### config.mk
export PLATFORM = sky130hd
export DESIGN_NAME = rst_sequencer
export DESIGN_NICKNAME = d
export VERILOG_FILES = /design/src/rtl/rst_sequencer_pkg.sv /design/src/rtl/rst_seq_interval.sv /design/src/rtl/rst_seq_dip_filter.sv /design/src/rtl/rst_seq_cause.sv /design/src/rtl/rst_sequencer.sv
export SDC_FILE = /design/constraint.sdc
export NUM_CORES = 1
export LEC_CHECK = 0
export ABC_AREA = 1
export BUFFER_PORTS_ARGS = -buffer_cell sky130_fd_sc_hd__buf_4
export CAP_MARGIN = 20
export CORE_MARGIN = 5
export CORE_UTILIZATION = 50
export DETAILED_ROUTE_END_ITERATION = 10
export GPL_ROUTABILITY_DRIVEN = 1
export PLACE_DENSITY = 0.76
export SYNTH_ARGS = -nofsm -noshare
export SYNTH_HDL_FRONTEND = slang
export SYNTH_SLANG_ARGS = --single-unit
### constraint.sdc
create_clock -name clk -period 1.5 [get_ports clk]
set_input_delay 0.15 -clock clk [delete_from_list [all_inputs] [get_ports clk]]
set_output_delay 0.15 -clock clk [all_outputs]
set_load 0.03 [all_outputs]
### src/rtl/rst_sequencer_pkg.sv
// Package: shared types of the reset sequencer.
// Assumes: two-bit encodings; the cause values are visible at the top port.
package rst_sequencer_pkg;

    typedef enum logic [1:0] {
        SEQ_HOLD = 2'd0,
        SEQ_PWRT = 2'd1,
        SEQ_OST  = 2'd2,
        SEQ_RUN  = 2'd3
    } seq_state_t;

    typedef enum logic [1:0] {
        CAUSE_POR  = 2'd0,
        CAUSE_MCLR = 2'd1,
        CAUSE_WDT  = 2'd2,
        CAUSE_BOR  = 2'd3
    } rst_cause_t;

endpackage

### src/rtl/rst_seq_interval.sv
// Interval counter: counts step pulses while run_i is high and pulses done_o
// on the step that completes LIMIT steps. It clears whenever run_i is low.
// Assumes: LIMIT >= 2; the caller drops run_i after done_o.
module rst_seq_interval #(
    parameter int LIMIT = 1024
) (
    input  logic clk,
    input  logic rst_n,
    input  logic run_i,
    input  logic step_i,
    output logic done_o
);
    localparam int W = (LIMIT > 1) ? $clog2(LIMIT) : 1;
    localparam logic [W-1:0] LAST = W'(LIMIT - 1);

    logic [W-1:0] cnt_q;

    // Count step pulses inside the active window.
    always_ff @(posedge clk) begin
        if (!rst_n || !run_i) begin
            cnt_q <= '0;
        end else if (step_i && cnt_q != LAST) begin
            cnt_q <= cnt_q + W'(1);
        end
    end

    // Flag the step that completes the interval.
    always_comb begin
        done_o = run_i && step_i && (cnt_q == LAST);
    end
endmodule

### src/rtl/rst_seq_dip_filter.sv
// Supply dip filter: raises brownout_o once supply_ok_i has been low for
// QUAL_TICKS ticks in a row, and drops it on the first cycle the supply is good.
// Assumes: QUAL_TICKS >= 2; the supply input is already synchronous.
module rst_seq_dip_filter #(
    parameter int QUAL_TICKS = 10
) (
    input  logic clk,
    input  logic rst_n,
    input  logic supply_ok_i,
    input  logic tick_i,
    output logic brownout_o
);
    localparam int W = (QUAL_TICKS > 1) ? $clog2(QUAL_TICKS) : 1;
    localparam logic [W-1:0] LAST = W'(QUAL_TICKS - 1);

    logic [W-1:0] low_cnt_q;
    logic         bo_q;

    // Measure the length of the current dip and qualify it.
    always_ff @(posedge clk) begin
        if (!rst_n || supply_ok_i) begin
            low_cnt_q <= '0;
            bo_q      <= 1'b0;
        end else if (tick_i && !bo_q) begin
            if (low_cnt_q == LAST) begin
                bo_q <= 1'b1;
            end else begin
                low_cnt_q <= low_cnt_q + W'(1);
            end
        end
    end

    assign brownout_o = bo_q;
endmodule

### src/rtl/rst_seq_cause.sv
// Cause recorder: keeps the most recent reset cause and applies a fixed
// priority when causes coincide. Only a power-on event writes the power-on code.
// Assumes: inputs are already qualified (the watchdog only while running).
module rst_seq_cause
    import rst_sequencer_pkg::*;
(
    input  logic       clk,
    input  logic       rst_n,
    input  logic       por_i,
    input  logic       mclr_i,
    input  logic       bor_i,
    input  logic       wdt_i,
    output rst_cause_t cause_o
);
    rst_cause_t cause_q;

    // Latch the highest-priority active cause.
    always_ff @(posedge clk) begin
        if (!rst_n) begin
            cause_q <= CAUSE_POR;
        end else if (por_i) begin
            cause_q <= CAUSE_POR;
        end else if (mclr_i) begin
            cause_q <= CAUSE_MCLR;
        end else if (bor_i) begin
            cause_q <= CAUSE_BOR;
        end else if (wdt_i) begin
            cause_q <= CAUSE_WDT;
        end
    end

    assign cause_o = cause_q;
endmodule

### src/rtl/rst_sequencer.sv
// Reset sequencer top. It holds the core in reset while any cause is active,
// then chains the optional power-up delay and the optional oscillator start-up
// wait before releasing reset and issuing a one-cycle boot pulse.
// Assumes: all inputs are synchronous to clk; tick_i and osc_tick_i are enables.
module rst_sequencer
    import rst_sequencer_pkg::*;
#(
    parameter int PWRT_TICKS = 7200,
    parameter int OST_CYCLES = 1024,
    parameter int BOR_TICKS  = 10
) (
    input  logic       clk,
    input  logic       rst_n,
    input  logic       mclr_n_i,
    input  logic       supply_ok_i,
    input  logic       por_pulse_i,
    input  logic       wdt_timeout_i,
    input  logic       tick_i,
    input  logic       osc_tick_i,
    input  logic       cfg_pwrt_en_i,
    input  logic       cfg_ost_en_i,
    output logic       core_rst_o,
    output logic [1:0] cause_o,
    output logic       boot_o
);
    seq_state_t state_q, state_n;
    rst_cause_t cause_w;
    logic       brownout;
    logic       wdt_live;
    logic       hold_req;
    logic       pwrt_done;
    logic       ost_done;
    logic       boot_q;

    // Qualify supply dips into brown-out events.
    rst_seq_dip_filter #(.QUAL_TICKS(BOR_TICKS)) u_dip (
        .clk        (clk),
        .rst_n      (rst_n),
        .supply_ok_i(supply_ok_i),
        .tick_i     (tick_i),
        .brownout_o (brownout)
    );

    // Power-up delay on the slow tick.
    rst_seq_interval #(.LIMIT(PWRT_TICKS)) u_pwrt (
        .clk   (clk),
        .rst_n (rst_n),
        .run_i (state_q == SEQ_PWRT),
        .step_i(tick_i),
        .done_o(pwrt_done)
    );

    // Oscillator start-up wait on oscillator cycles.
    rst_seq_interval #(.LIMIT(OST_CYCLES)) u_ost (
        .clk   (clk),
        .rst_n (rst_n),
        .run_i (state_q == SEQ_OST),
        .step_i(osc_tick_i),
        .done_o(ost_done)
    );

    // Record the last reset cause.
    rst_seq_cause u_cause (
        .clk    (clk),
        .rst_n  (rst_n),
        .por_i  (por_pulse_i),
        .mclr_i (!mclr_n_i),
        .bor_i  (brownout),
        .wdt_i  (wdt_live),
        .cause_o(cause_w)
    );

    // Watchdog acts only during normal operation; any cause requests hold.
    always_comb begin
        wdt_live = wdt_timeout_i && (state_q == SEQ_RUN);
        hold_req = por_pulse_i || !mclr_n_i || brownout || wdt_live;
    end

    // Sequence: hold -> power-up delay -> start-up wait -> run.
    always_comb begin
        state_n = state_q;
        if (hold_req) begin
            state_n = SEQ_HOLD;
        end else begin
            unique case (state_q)
                SEQ_HOLD: begin
                    if (cfg_pwrt_en_i)     state_n = SEQ_PWRT;
                    else if (cfg_ost_en_i) state_n = SEQ_OST;
                    else                   state_n = SEQ_RUN;
                end
                SEQ_PWRT: begin
                    if (pwrt_done) state_n = cfg_ost_en_i ? SEQ_OST : SEQ_RUN;
                end
                SEQ_OST: begin
                    if (ost_done) state_n = SEQ_RUN;
                end
                SEQ_RUN: state_n = SEQ_RUN;
                default: state_n = SEQ_HOLD;
            endcase
        end
    end

    // State register and boot pulse on entry to run.
    always_ff @(posedge clk) begin
        if (!rst_n) begin
            state_q <= SEQ_HOLD;
            boot_q  <= 1'b0;
        end else begin
            state_q <= state_n;
            boot_q  <= (state_n == SEQ_RUN) && (state_q != SEQ_RUN);
        end
    end

    assign core_rst_o = (state_q != SEQ_RUN);
    assign cause_o    = cause_w;
    assign boot_o     = boot_q;
endmodule

-- Word level (Yosys, flattened, before mapping)
Index checks and enable logic that the tools add are counted.
W data, S select, Z words.
- bits in latches: 0
- bits in read-only memories: 0
- word-level logic and storage cells: 60
- memories: 0
- flip-flop bits (word level): 33
- bits in writable memories: 0
- divide/modulo/power cells: 0
- equality and inequality tests: 11
- mux-type cells: 9
- add/subtract/negate cells: 3
- order comparisons: 0
- shifts and indexed selects: 0
- reduce and logical (&&, ||, !) cells: 26
- bitwise operators: 3
- multiply operators: 0
- operator list (cell ; count):
    $add A13 B1 Y13 const B ; 1
    $eq A13 B13 Y1 const B ; 1
    $ne A13 B13 Y1 const B ; 1
    $mux W2 ; 6
    $add A10 B1 Y10 const B ; 1
    $eq A10 B10 Y1 const B ; 1
    $ne A10 B10 Y1 const B ; 1
    $logic_and A1 B1 Y1 ; 9
    $pmux W2 S4 ; 1
    $eq A2 B2 Y1 const B ; 3
    $logic_or A1 B1 Y1 ; 6
    $logic_not A1 Y1 ; 5
    $add A4 B1 Y4 const B ; 1
    $eq A4 B4 Y1 const B ; 1
    $reduce_and A2 Y1 ; 2
    $ne A3 B1 Y1 const B ; 1
    $not A1 Y1 ; 3
    $reduce_or A3 Y1 ; 1
    $eq A2 B1 Y1 const B ; 1
    $logic_not A2 Y1 ; 1
    $mux W1 ; 2
    $ne A2 B2 Y1 const B ; 1
    $reduce_bool A2 Y1 ; 1
    $reduce_or A2 Y1 ; 1

-- Depth between registers and ports, before layout
- depth after elaboration: 8
- gate-level depth with buffers: 10
- mapped depth without buffers: 10

-- Hierarchy
From an unflattened synthesis, not the netlist that was laid out.
- cell total of the unflattened synthesis: 301
- area, all modules: 1968.1 µm²
- by module, submodules not included (module ; area each (µm²) ; sequential area each (µm²) ; cells each ; instances):
    rst_seq_interval (u_pwrt) ; 817.0 ; 260.2 ; 130 ; 1
    rst_seq_interval (u_ost) ; 585.6 ; 200.2 ; 88 ; 1
    rst_seq_dip_filter ; 279.0 ; 100.1 ; 39 ; 1
    rst_sequencer ; 200.2 ; 60.1 ; 31 ; 1
    rst_seq_cause ; 86.3 ; 40.0 ; 13 ; 1

-- Worst setup path after synthesis
OpenSTA, ideal clock, no wires.
- kind: flip-flop to flip-flop
- start: reg u_pwrt.cnt_q[0]
- end: reg u_pwrt.cnt_q[8]
- cell stages (with the launch flop): 10
- period minus slack after synthesis: 1466 ps
- slack: 34 ps
- path buffers: 2
- arrival time: 1399 ps
- cells stage by stage: dfxtp_1 -> ha_1 -> buf_2 -> nand3_2 -> nor2_4 -> nand3_4 -> nand2_4 -> buf_12 -> nand2_1 -> a21oi_2
- cells in the longest elaborated chain, start to end: 2
- elaborated cells between the ends (all ways): 3
- ends and longest elaborated chain (what ; line ; source):
    start, declared ; rst_seq_interval.sv:16 ; logic [W-1:0] cnt_q;
    start signal, assigned ; rst_seq_interval.sv:23 ; cnt_q <= cnt_q + W'(1);
    parallel branches: the longest is 2 deep, another holds $add A13 B1 Y13 ; - ;
Parallel ways; which one is timed is not known.
A chain may end at the register's enable or synchronous reset.

-- Worst setup path after layout
- start: reg u_ost.cnt_q[0]
- end: reg u_ost.cnt_q[7]
- cells in the longest elaborated chain, start to end: 2
- elaborated cells between the ends (all ways): 3
- ends and longest elaborated chain (what ; line):
    start, declared ; rst_seq_interval.sv:16
    start signal, assigned ; rst_seq_interval.sv:23
    parallel branches: the longest is 2 deep, another holds $add A10 B1 Y10 ; -
Parallel ways; which one is timed is not known.

==> metrics.md <==
| Metric | Value |
|---|---|
| PwrDens | 745 nW/µm² |
| CTS H-tree lvls | 2 |
| Leak | 0.000892 µW |
| Layout Utilization | 60.4% |
| Die Y | 72.2 µm |
| Count leader, synth | nand2_1 |
| YS warnings | 0 |
| Area delta synth->final | 15.8% |
| Pre-antenna DRT Iters | 4 |
| Hold_ws | 122 ps |
| EDFF count, synth | 0 |
| Iteration-0 DRC Markers | 146 |
| Max Cap Viol | 0 |
| Synth cell types | 27 |
| Final instance area | 2240 µm² |
| Clock Tree Buf Depth | 2 |
| Final WS setup | roughly 110 ps |
| Final Hold Vio Count | 0 |
| Drt drc | 0 |
| First-pass GRT wire length | 7190 µm |
| Nets@finish | 337 |
| Critical Path Sink Type | register |
| Busiest layer in global routing | met2 |
| Slew Limit Fails | 0 |
| Root Driver | clkbuf_8 |
| Final antenna diode count | 0 |
| Status | complete, no violations |
| Fmax achieved | about 0.72 GHz |
| Area after DPL | ~2100 µm² |
| Layout fillers | 340 |
| Routed WL | about 4000 µm |
| Area leader, netlist | dfxtp_1 |
| Final count of negative-setup-slack endpoints | 0 |
| CTS Sinks | 33 |
| HPWL after DPL | 3010 µm |
| R2r setup slk | ~110 ps |
| Vias in the first global route | 1709 |
| M3 GR Usage | approximately 4% |
| I/O pin cnt | 14 |
| Yosys reg bits | 33 |
| Area of the multi-input gates | 1100 µm² |
| Worst-path fanout max | 9 |
| Final Skew | 4.47 ps |
| Initial antenna violation count | 0 |
| Area contributors post-synth | dfxtp_1 (34%), nand2_1 (17%), nor2_1 (8.5%) |
| Synth top cells by count | nand2_1 (89), nor2_1 (44), inv_1 (40) |
| Met1 GRT Util | 22.8% |
| CTS tree | built |
| Final GP Congestion | 0.906 |
| Vias/cell | 4.95 |
| Period minus WS final | around 1400 ps |
| Post-synth top flop | dfxtp_1 |
| Final ANT Viol Nets | 0 |
| VDD IR max | 0.554 mV |
| Final worst path period share | 92.5% |
| Largest net degree at the start of global routing | 12 |
| Post-synthesis sequential area ratio | 34.1% |
| Clk Latency, worst-skew pair | 280 ps |
| WL/cell | approximately 11 µm |
| Layout cell share with drive strength beyond 1 | between 10% and 20% |
| Total core area | about 3700 µm² |
| Crit path kind | reg -> reg |
| Clock-pin slew on the worst setup and hold paths | 60 ps |
| Core Rows | 22 |
| Via count | 1838 |
| Ys async rst share | 0% |
| Post-synth top area share | 34.1% |
| Post-Place Setup Slack | 72.4 ps |
| Die width | 72.2 µm |
| Slew @ Worst Pin | 315 ps |
| Critical path required time | 1680 ps |
| Slew margin rel. | 79.0% |
| Synth Cell Area | 1940 µm² |
| Total area of sequential cells | 663 µm² |
| Post-CTS Hold Buffers | 0 |
| Mean Syn Cell Area | 6.52 µm² |
| Overflow after GRT | 0 |
| IO buf count | 13 |
| RSZ-0062 raised after global routing | yes |
| Worst hold-check path type | in -> reg |
| Die area | 5220 µm² |
| Met2 usage | 26.3% |
| Syn Nets | 311 |
| Arr. time, crit path | ~1600 ps |
| Effective utilization at floorplan | 52.1% |
| Syn Inst Count | 297 |
| CP startpoint kind | register |
| GRT Total Usage | 17.2% |
| Total CTS buffers | 5 |
[stage by stage]
step | instances | TNS, ps | power [µW]
after floorplan | 297 | 0 | 974
after global placement | 362 | 0 | 1010
after detailed placement | 362 | 0 | 1020
after CTS | 369 | 0 | 1680
after global routing | 371 | -50.1 | 1750
final | 371 | 0 | 1670
[state kept, by name (all words and copies together), names as in the netlist]
register and count:
u_dip.brownout_o 1, u_cause.cause_o 2, state_q 2, u_pwrt.cnt_q 13, u_ost.cnt_q 10, boot_o 1
u_dip.low_cnt_q 4
[final timing paths]
| check | from | end | cells after the start |
|---|---|---|---|
| hold / removal | mclr_n_i | u_cause.cause_o[1] | 3 |
| setup reg to reg | u_ost.cnt_q[0] | u_ost.cnt_q[7] | 10 |
| setup / recovery | u_ost.cnt_q[0] | u_ost.cnt_q[7] | 10 |
| hold reg to reg | u_cause.cause_o[0] | u_cause.cause_o[0] | 2 |
[layer usage]
| metal | wire, µm | up-vias |
|---|---|---|
| met3 | 198 | 10 |
| li1 | - | 977 |
| met2 | 1830 | 39 |
| met5 | 0 | - |
| met4 | 93 | 0 |
| met1 | 1930 | 812 |
[cell usage in the layout (no fill, tap or decap)]
| cell | netlist | final |
|---|---|---|
| or2_2 | 1 | 1 |
| nor2_2 | 1 | 2 |
| nand3_1 | 21 | 21 |
| nand2_1 | 89 | 89 |
| buf_12 | 1 | 1 |
| dfxtp_2 | 0 | 2 |
| xnor2_1 | 2 | 2 |
| clkbuf_1 | 0 | 1 |
| nand4_1 | 8 | 8 |
| nand2_2 | 5 | 4 |
| nand3_2 | 1 | 1 |
| a21oi_1 | 10 | 10 |
| a21oi_2 | 10 | 10 |
| xor2_1 | 5 | 5 |
| inv_2 | 2 | 2 |
| inv_1 | 40 | 40 |
| a211oi_1 | 2 | 2 |
| clkbuf_8 | 0 | 6 |
| o21ai_0 | 7 | 7 |
| nor2_1 | 44 | 43 |
| a21boi_0 | 1 | 1 |
| o21bai_1 | 1 | 1 |
| ha_1 | 4 | 3 |
| nand2_4 | 1 | 2 |
| nor2_4 | 2 | 2 |
| o21ai_1 | 1 | 1 |
| nor3_1 | 2 | 2 |
| ha_2 | 0 | 1 |
| dfxtp_1 | 33 | 31 |
| buf_4 | 0 | 21 |
| nand3_4 | 1 | 1 |
[kinds of logic (layout without fill, tap and decap cells)]
group | count (synthesis) | after routing | share of synthesized area [%]
AOI/OAI and AO/OA | 32 | 32 | 10.7
buffers and inverters | 45 | 71 | 9.69
xor gates and xnor gates | 7 | 7 | 3.17
and+or+nand+nor | 176 | 176 | 39.7
adders and majority gates | 4 | 4 | 2.58
DFF | 33 | 33 | 34.1
[layout make-up]
type,instances,area share [%]
clock buffer,7,3.85
inverter,42,7.03
multi-input combinational,219,49.0
sequential,33,29.6
tap,48,2.68
timing repair buffer,22,7.92
[report_power, final]
group / total [µW] / leakage [µW] / switching (µW) / internal, µW
clock network: 670 / 0.0000443 / 306 / 364
logic: 111 / 0.000580 / 64.3 / 47.0
registers: 890 / 0.000267 / 6.96 / 883
total: 1670 / 0.000892 / 377 / 1290
[worst max-delay path, stage by stage (launching register included)]
cell     delay [ps]
dfxtp_1         350
ha_1            180
nand2_1          90
nor2_4          100
nand3_1         140
nand2_4         140
inv_2            90
nand2_1          70
nand2_1          40
inv_1            40
nor2_1           30
[repair_timing]
item | 4_1_cts | 5_1_grt
setup endpoints to repair | 0 | 20
buffers inserted | 0 | 2
gates resized for setup | 0 | 5
Power figures use the tool's default switching activity.
